`config.mk`:
```
export PLATFORM = sky130hd
export DESIGN_NAME = mirror_fold
export DESIGN_NICKNAME = d
export VERILOG_FILES = /design/src/rtl/mirror_pkg.sv /design/src/rtl/mirror_ctrl.sv /design/src/rtl/mirror_path.sv /design/src/rtl/mirror_fold.sv
export SDC_FILE = /design/constraint.sdc
export NUM_CORES = 1
export LEC_CHECK = 0
export ABC_AREA = 0
export BUFFER_PORTS_ARGS = -buffer_cell sky130_fd_sc_hd__buf_2
export CAP_MARGIN = 20
export CORE_UTILIZATION = 56
export DETAILED_ROUTE_END_ITERATION = 12
export HOLD_SLACK_MARGIN = 0.02
export PLACE_DENSITY = 0.81
export SETUP_SLACK_MARGIN = 0.15
export SLEW_MARGIN = 20
export SYNTH_ARGS = -nofsm -noshare
export SYNTH_HDL_FRONTEND = slang
export SYNTH_SLANG_ARGS = --single-unit
```
`constraint.sdc`:
```
create_clock -name clk -period 3.6 [get_ports clk]
set_input_delay 0.36 -clock clk [delete_from_list [all_inputs] [get_ports clk]]
set_output_delay 0.36 -clock clk [all_outputs]
set_load 0.01 [all_outputs]
```
`src/rtl/mirror_pkg.sv`:
```
package mirror_pkg;

  typedef enum logic {
    FOLD_IDLE = 1'b0,
    FOLD_SCAN = 1'b1
  } fold_state_e;

endpackage

```
`src/rtl/mirror_ctrl.sv`:
```
module mirror_ctrl
  import mirror_pkg::*;
#(
  parameter int ADDR_W = 28,
  localparam int IDX_W = $clog2(ADDR_W)
) (
  input  logic             clk,
  input  logic             rst_n,
  input  logic             start,
  input  logic             below,
  output logic             load,
  output logic             step,
  output logic             finish,
  output logic             busy,
  output logic [IDX_W-1:0] idx
);

  fold_state_e state_q;

  assign busy   = (state_q == FOLD_SCAN);
  assign load   = !busy && start;
  assign finish = busy && below;
  assign step   = busy && !below;

  always_ff @(posedge clk) begin
    if (!rst_n) begin
      state_q <= FOLD_IDLE;
      idx     <= '0;
    end else if (load) begin
      state_q <= FOLD_SCAN;
      idx     <= IDX_W'(ADDR_W - 1);
    end else if (finish) begin
      state_q <= FOLD_IDLE;
    end else if (step) begin
      idx     <= idx - 1'b1;
    end
  end

endmodule

```
`src/rtl/mirror_path.sv`:
```
module mirror_path #(
  parameter int ADDR_W = 28,
  localparam int IDX_W = $clog2(ADDR_W)
) (
  input  logic              clk,
  input  logic              rst_n,
  input  logic              load,
  input  logic              step,
  input  logic [IDX_W-1:0]  idx,
  input  logic [ADDR_W-1:0] addr_in,
  input  logic [ADDR_W-1:0] size_in,
  output logic              below,
  output logic [ADDR_W-1:0] sum
);

  logic [ADDR_W-1:0] wa_q, ws_q, wb_q;
  logic [ADDR_W-1:0] wa_n, ws_n, wb_n;

  // One position of the scan: strip the bit if set, move it to base if the size allows.
  function automatic logic [3*ADDR_W-1:0] fold_bit(
    input logic [ADDR_W-1:0] a,
    input logic [ADDR_W-1:0] s,
    input logic [ADDR_W-1:0] b,
    input logic [IDX_W-1:0]  pos
  );
    logic [ADDR_W-1:0] weight;
    weight = {{(ADDR_W-1){1'b0}}, 1'b1} << pos;
    if (a[pos]) begin
      a = a - weight;
      if (s > weight) begin
        s = s - weight;
        b = b + weight;
      end
    end
    return {a, s, b};
  endfunction

  assign {wa_n, ws_n, wb_n} = fold_bit(wa_q, ws_q, wb_q, idx);

  assign below = (ws_q == '0) || (wa_q < ws_q);
  assign sum   = wb_q + wa_q;

  always_ff @(posedge clk) begin
    if (!rst_n) begin
      wa_q <= '0;
      ws_q <= '0;
      wb_q <= '0;
    end else if (load) begin
      wa_q <= (size_in == '0) ? '0 : addr_in;
      ws_q <= size_in;
      wb_q <= '0;
    end else if (step) begin
      wa_q <= wa_n;
      ws_q <= ws_n;
      wb_q <= wb_n;
    end
  end

endmodule

```
`src/rtl/mirror_fold.sv`:
```
module mirror_fold #(
  parameter int ADDR_W = 28,
  localparam int IDX_W = $clog2(ADDR_W)
) (
  input  logic              clk,
  input  logic              rst_n,
  input  logic              start,
  input  logic [ADDR_W-1:0] addr_in,
  input  logic [ADDR_W-1:0] size_in,
  output logic              done,
  output logic [ADDR_W-1:0] offset
);

  logic             load, step, finish, busy, below;
  logic [IDX_W-1:0] idx;
  logic [ADDR_W-1:0] sum;

  mirror_ctrl #(.ADDR_W(ADDR_W)) u_ctrl (
    .clk    (clk),
    .rst_n  (rst_n),
    .start  (start),
    .below  (below),
    .load   (load),
    .step   (step),
    .finish (finish),
    .busy   (busy),
    .idx    (idx)
  );

  mirror_path #(.ADDR_W(ADDR_W)) u_path (
    .clk     (clk),
    .rst_n   (rst_n),
    .load    (load),
    .step    (step),
    .idx     (idx),
    .addr_in (addr_in),
    .size_in (size_in),
    .below   (below),
    .sum     (sum)
  );

  always_ff @(posedge clk) begin
    if (!rst_n) begin
      done   <= 1'b0;
      offset <= '0;
    end else begin
      done <= finish;
      if (finish) offset <= sum;
    end
  end

endmodule

```
==> Yosys cells after proc, flatten, opt, wreduce, memory -nomap -nowiden <==
Index checks and enable logic that the tools add are counted.
{ "classes": {"n_lt_le_gt_ge": 3, "n_bitwise": 2, "eq_ne": 1, "reduce_logical": 18, "muxes": 15, "shift": 1, "add_sub_neg": 5} }
{ "op_table": {"columns": ["op", "count"], "rows": [
  ["28-bit two-way mux", 8],
  ["28-bit adder", 2],
  ["28-bit zero test", 2],
  ["28-bit subtractor", 2],
  ["28-bit > comparator", 1],
  ["28-bit < comparator", 1],
  ["1-bit by 5-bit left shift with 28-bit output, first input constant", 1],
  ["5-bit two-way mux", 3],
  ["2-bit nonzero test", 4],
  ["5-bit by 6-bit < comparator with 1-bit output, second input constant", 1],
  ["2-bit AND reduction", 3],
  ["3-bit AND reduction", 2],
  ["1-bit binary-select mux with 5-bit select", 1],
  ["5-bit by 1-bit subtractor with 5-bit output, second input constant", 1],
  ["1-bit logical AND", 3],
  ["1-bit two-way mux", 3],
  ["1-bit zero test", 2],
  ["2-bit inequality test, second input constant", 1],
  ["1-bit inverter", 2],
  ["2-bit OR reduction", 1],
  ["1-bit logical OR", 1]
]} }
{ "totals": {"register_bits": 119, "in_bits": 59, "wordCells": 53, "out_inout_bits": 29} }

==> Logic depth before layout (Yosys ltp) <==
{ "logic_depth": {"word_depth": 7, "mapped_depth": 18, "mapped_depth_nobuf": 15} }

==> Modules after synthesis <==
Synthesis repeated with hierarchy kept, for this count alone.
{ "unflattened": {"hier_cells": 1484, "hier_area_um2": 11659.9} }
{ "by_module_without_submodules": {"columns": ["mod", "area_per_inst_um2", "n_inst", "cells_each", "seq_area_each_um2"], "rows": [
  ["mirror_path", 10293.6, 1, 1362, 1681.6],
  ["mirror_fold", 1093.5, 1, 92, 580.6],
  ["mirror_ctrl", 272.8, 1, 30, 120.1]
]} }

==> Least setup slack after synthesis <==
OpenSTA, ideal clock, no wires.
{ "synth_timing": {"path_kind": "reg-to-reg", "from": "register u_ctrl.idx[3]", "to": "register u_path.ws_q[17]", "t_arrival_ps": 3541, "t_required_ps": 3472, "n_path_buf": 5, "setup_ps": 128, "synth_period_minus_slack_ps": 3669, "path_stages_with_launch": 17, "path_slack_ps": -69, "cell_sequence": "dfxtp_1 clkbuf_1 clkbuf_1 clkbuf_1 nand3_1 ha_1 and4_1 and3_1 and3b_1 a22o_1 o31ai_1 and3_1 buf_2 nor2_8 buf_4 a221oi_1 nor2_1"} }
{ "synth_between": {"elab_chain_len": 6, "word_cells_on_any_way": 12, "classes_between": "add/sub: 1; order compare: 1; shift: 1; mux: 6; reduce/logical: 3"} }
{ "synth_rtl": {"columns": ["element", "line_no", "source"], "rows": [
  ["start: declaration", "mirror_ctrl.sv:15", "output logic [IDX_W-1:0] idx"],
  ["start signal: assignment", "mirror_ctrl.sv:31", "idx <= IDX_W'(ADDR_W - 1);"],
  ["start signal: assignment", "mirror_ctrl.sv:35", "idx <= idx - 1'b1;"],
  ["1-bit by 5-bit left shift with 28-bit output", "mirror_path.sv:27", "weight = {{(ADDR_W-1){1'b0}}, 1'b1} << pos;"],
  ["28-bit subtractor", "mirror_path.sv:31", "s = s - weight;"],
  ["28-bit two-way mux", "mirror_path.sv:30", "if (s > weight) begin"],
  ["28-bit two-way mux", "mirror_path.sv:28", "if (a[pos]) begin"],
  ["28-bit two-way mux", "mirror_path.sv:52", "end else if (step) begin"],
  ["28-bit two-way mux", "mirror_path.sv:48", "end else if (load) begin"],
  ["end signal: assignment", "mirror_path.sv:50", "ws_q <= size_in;"],
  ["end signal: assignment", "mirror_path.sv:54", "ws_q <= ws_n;"],
  ["end: declaration", "mirror_path.sv:16", "logic [ADDR_W-1:0] wa_q, ws_q, wb_q;"]
]} }
Several ways; a longest one is shown, not always the timed one. The select of a mux whose other input is x is not followed.
A chain may end at the register's enable or synchronous reset.

==> Worst setup path after layout <==
{ "layout_timing": {"from": "register u_ctrl.idx[0]", "to": "register u_path.wb_q[27]"} }
{ "layout_between": {"elab_chain_len": 3, "word_cells_on_any_way": 6, "classes_between": "add/sub: 1; order compare: 1; shift: 1; mux: 2; reduce/logical: 1"} }
{ "layout_rtl": {"columns": ["element", "line_no", "source"], "rows": [
  ["1-bit by 5-bit left shift with 28-bit output or 1-bit binary-select mux with 5-bit select (tied branches)", "mirror_path.sv:27, mirror_path.sv:28", null],
  ["28-bit > comparator or 1-bit two-way mux (tied branches)", "mirror_path.sv:30, mirror_path.sv:28", null],
  ["3-bit AND reduction (no line)", null, null],
  ["end signal: assignment", "mirror_path.sv:55", "wb_q <= wb_n;"],
  ["end: declaration", "mirror_path.sv:16", null]
]} }
Several ways; a longest one is shown, not always the timed one. The select of a mux whose other input is x is not followed.

==> flow_summary.ini <==
[global_routing]
grt_pass1_wl_um = 58900
grt_pass1_vias = 11500
grt_usage_pct = 36.7
grt_start_max_net_pins = 47
use_met1_pct = 48.3
grt_busiest_layer = met2
use_met2_pct = 59.8
overflow = 0
antenna_found_initial = 0
grtUsageMet3_pct = 4.21

[floorplanning]
start_util_pct = 57.6
rows = 51
dieArea_um2 = 20700
die_w_um = 144
coreArea_um2 = 19600
ioPinCount = 88
fp.dieH_um = 144

[yosys]
syn_nets = 1681
synth_area_leaders = dfxtp_1, ha_1, a21oi_1
netlist.area_leader.share_pct = 21.1
yosysUniqueCellTypes = 77
synthCells = 1477
ys_ff_latch = 119
synth_top_area_cell = dfxtp_1
ys_seq_area_share_pct = 21.1
ys.flop_type = dfxtp_1
synth_edf_count = 0
async_reset_ff_share_pct = 0
avgSynthCellArea_um2 = 7.64
synth.most_common_cell = a21oi_1
netlist_area_um2 = 11300
yosys_warnings = 0
synthTopCellsByCount = a21oi_1, ha_1, nand2_1, dfxtp_1, nor2_1

[detailed_routing]
antenna_left = 0
post_drt_wl_per_cell_um = 20.2
wirelength_um = 39600
via_count = 12800
first_pass_iters = 5
vias_per_cell = 6.53
drt-initial-drc-count = 1304
drc = 0

[hold_path]
holdPathEnd = u_path.wa_q[7]$_SDFFE_PN0P_
min_from = addr_in[7]
hp-class = input pin to flip-flop
hold_depth = 3

[worst_setup_path]
ff2ff_setup_slack_ns = 0.10
cp_slowest_cell = or4_1
crit_arrival_ns = 3.88
end_kind = flip-flop
cp-start-kind = flip-flop
reg2regPathDepth = 17
rr_endpoint = u_path.wb_q[27]$_SDFFE_PP0P_
worst-endpoint-required_ns = 3.98
critPathMaxFanout = 4
path_cells = inv_2 > buf_6 > ha_4 > nor2b_4 > buf_6 > nand2_4 > inv_2 > ha_4 > o211ai_1 > o211ai_1 > a221o_1 > a31oi_4 > o32ai_4 > o221ai_2 > xnor2_1 > or4_1 > nand2_1
critPathKind = flip-flop to flip-flop
max_stage_delay_ns = 0.42
r2r-start = u_ctrl.idx[0]$_SDFFE_PN0P_

[power_and_ir_drop]
p_leak_nw = 6.71
p_per_area_nw_per_um2 = 463
vdd_drop_max_uv = 388

[sta]
slew_headroom_pct = 58.4
fin_crit_sh_pct = 97.2
min_period_ns = 3.50
rsz0062_at_grt = yes
fmax_ghz = 0.286
fin_skew_ns = 0.0133
final-hold-violation-count = 0
setup_viol = 0
finalMaxSlewViolations = 0
tightest_slew_ns = 0.621

[flow_run]
drv_cap = 0

[cts]
cts.path.max_buffers = 2
path_clk_slew_ns = 0.07
cts-htree-levels = 4
numClockSinks = 119
cts_root_buffer = clkbuf_16
clk_latency_ns = 0.43
tritoncts = built
cts-buffers-inserted = 17

[finish]
finalNetCount = 1890
stdcell_count = 1964
drive_gt1_share_pct = 24.8
final_util_pct = 74.5
fillers = 1375
antenna_cells = 0
syn_to_final_growth_pct = 29.3

[outcome]
status = finished, final reports clean

[placed_design]
place_hpwl_um = 28300
place_inst = 1908
finalWeightedCongestion = 0.996
io_buffer_count = 87
[sequential cells by signal, summed over array words and instances, names as in the netlist]
register     flops
u_path.wb_q     28
u_path.ws_q     28
u_path.wa_q     28
offset          28
u_ctrl.busy      1
done             1
u_ctrl.idx       5
[stage by stage]
| stage | worst slack, ns | instance area, µm² | hold slack [ns] | total power [W] | setup TNS (ns) |
|---|---|---|---|---|---|
| after detailed placement | -0.123 | 13000 | 0.444 | 0.00435 | -0.309 |
| after global routing | 0.0179 | 14600 | 0.204 | 0.00705 | 0 |
| after floorplan | 0.156 | 11400 | 0.453 | 0.00345 | 0 |
| final | 0.100 | 14600 | 0.187 | 0.00675 | 0 |
| after global placement | -0.0571 | 13000 | 0.436 | 0.00430 | -0.0571 |
| after CTS | 0.117 | 13900 | 0.180 | 0.00636 | 0 |
[worst max-delay path, delay by kind of cell (launching register included)]
family	cells	cell delay [ns]
AOI/OAI and AO/OA	6	1.44
xor gates and xnor gates	1	0.12
adders and majority gates	2	0.34
buffers and inverters	4	0.41
DFF	1	0.33
and+or+nand+nor	4	0.80
[cell type report]
cell class | count | area, µm² | share of cell area [%]
clock buffers | 17 | 425 | 2.91
clock inverters | 15 | 213 | 1.46
inverters | 94 | 358 | 2.45
multi-input cells | 1203 | 9100 | 62.3
flip-flops and latches | 119 | 2390 | 16.4
well taps | 265 | 332 | 2.27
repair buffers | 251 | 1780 | 12.2
[layout by cell type (no fill, tap or decap), types with 8 or more instances in the layout]
master       n
nand3_1     46
buf_2       87
nor3_1      37
nor4_1      19
xnor2_1     44
a21o_1      52
dfxtp_1    115
xor2_1      24
nand2_1    125
inv_1       88
nor2b_1     13
o31ai_1     11
nand4_1     21
a221oi_1    32
a21oi_1    143
ha_1       113
and3_1      14
clkbuf_16   17
and2_1      16
nand2b_1    14
o21bai_1    12
o21a_1      20
a211oi_1     8
o211ai_1    14
o21ai_0     61
nor2_1     109
buf_4      149
buf_6        8
a31oi_1     17
or3_1       17
ha_4        26
[kinds of logic (layout without fill, tap and decap cells)]
group | after synthesis | in the layout | share of synthesized area [%]
simple gates | 494 | 494 | 21.4
mux | 15 | 15 | 2.12
buf+inv | 155 | 377 | 5.50
flops | 119 | 119 | 21.1
fa+ha+maj | 145 | 145 | 16.3
compound gates | 481 | 481 | 28.3
xor+xnor | 68 | 68 | 5.27
[worst max path at each step]
stage	slack [ns]	endpoint	start	depth (start not counted)
after global routing	0.02	u_path.wb_q[27]$_SDFFE_PP0P_	u_ctrl.idx[0]$_SDFFE_PN0P_	17
final	0.10	u_path.wb_q[27]$_SDFFE_PP0P_	u_ctrl.idx[0]$_SDFFE_PN0P_	17
after detailed placement	-0.12	u_path.wa_q[26]$_SDFFE_PN0P_	u_ctrl.idx[0]$_SDFFE_PN0P_	16
after CTS	0.12	u_path.wa_q[26]$_SDFFE_PN0P_	u_ctrl.idx[0]$_SDFFE_PN0P_	16
after floorplan	0.16	u_path.ws_q[18]$_SDFFE_PN0P_	u_ctrl.idx[4]$_SDFFE_PN0P_	16
after global placement	-0.06	u_path.wa_q[26]$_SDFFE_PN0P_	u_ctrl.idx[1]$_SDFFE_PN0P_	16
[where the power goes]
group	total, W	internal (W)	switching [W]	leakage [nW]
clock network	0.00192	0.00118	0.000742	0.302
logic	0.00327	0.00149	0.00178	5.44
registers	0.00157	0.00142	0.000147	0.973
[repair_timing]
action	CTS	global route
cloned	0	0
setup buffers	10	14
gates resized for setup	49	102
pin swaps	21	41
hold buffers	0	0
setup endpoints to repair	59	66
[layer usage]
metal / wire length, µm / share of wire [%] / vias to the layer above
met1: 16100 / 41 / 6014
met5: 0 / 0 / -
li1: - / - / 5903
met4: 1720 / 4.4 / 0
met2: 18100 / 46 / 746
met3: 3710 / 9.4 / 153
(Power assumes the default switching activity.)
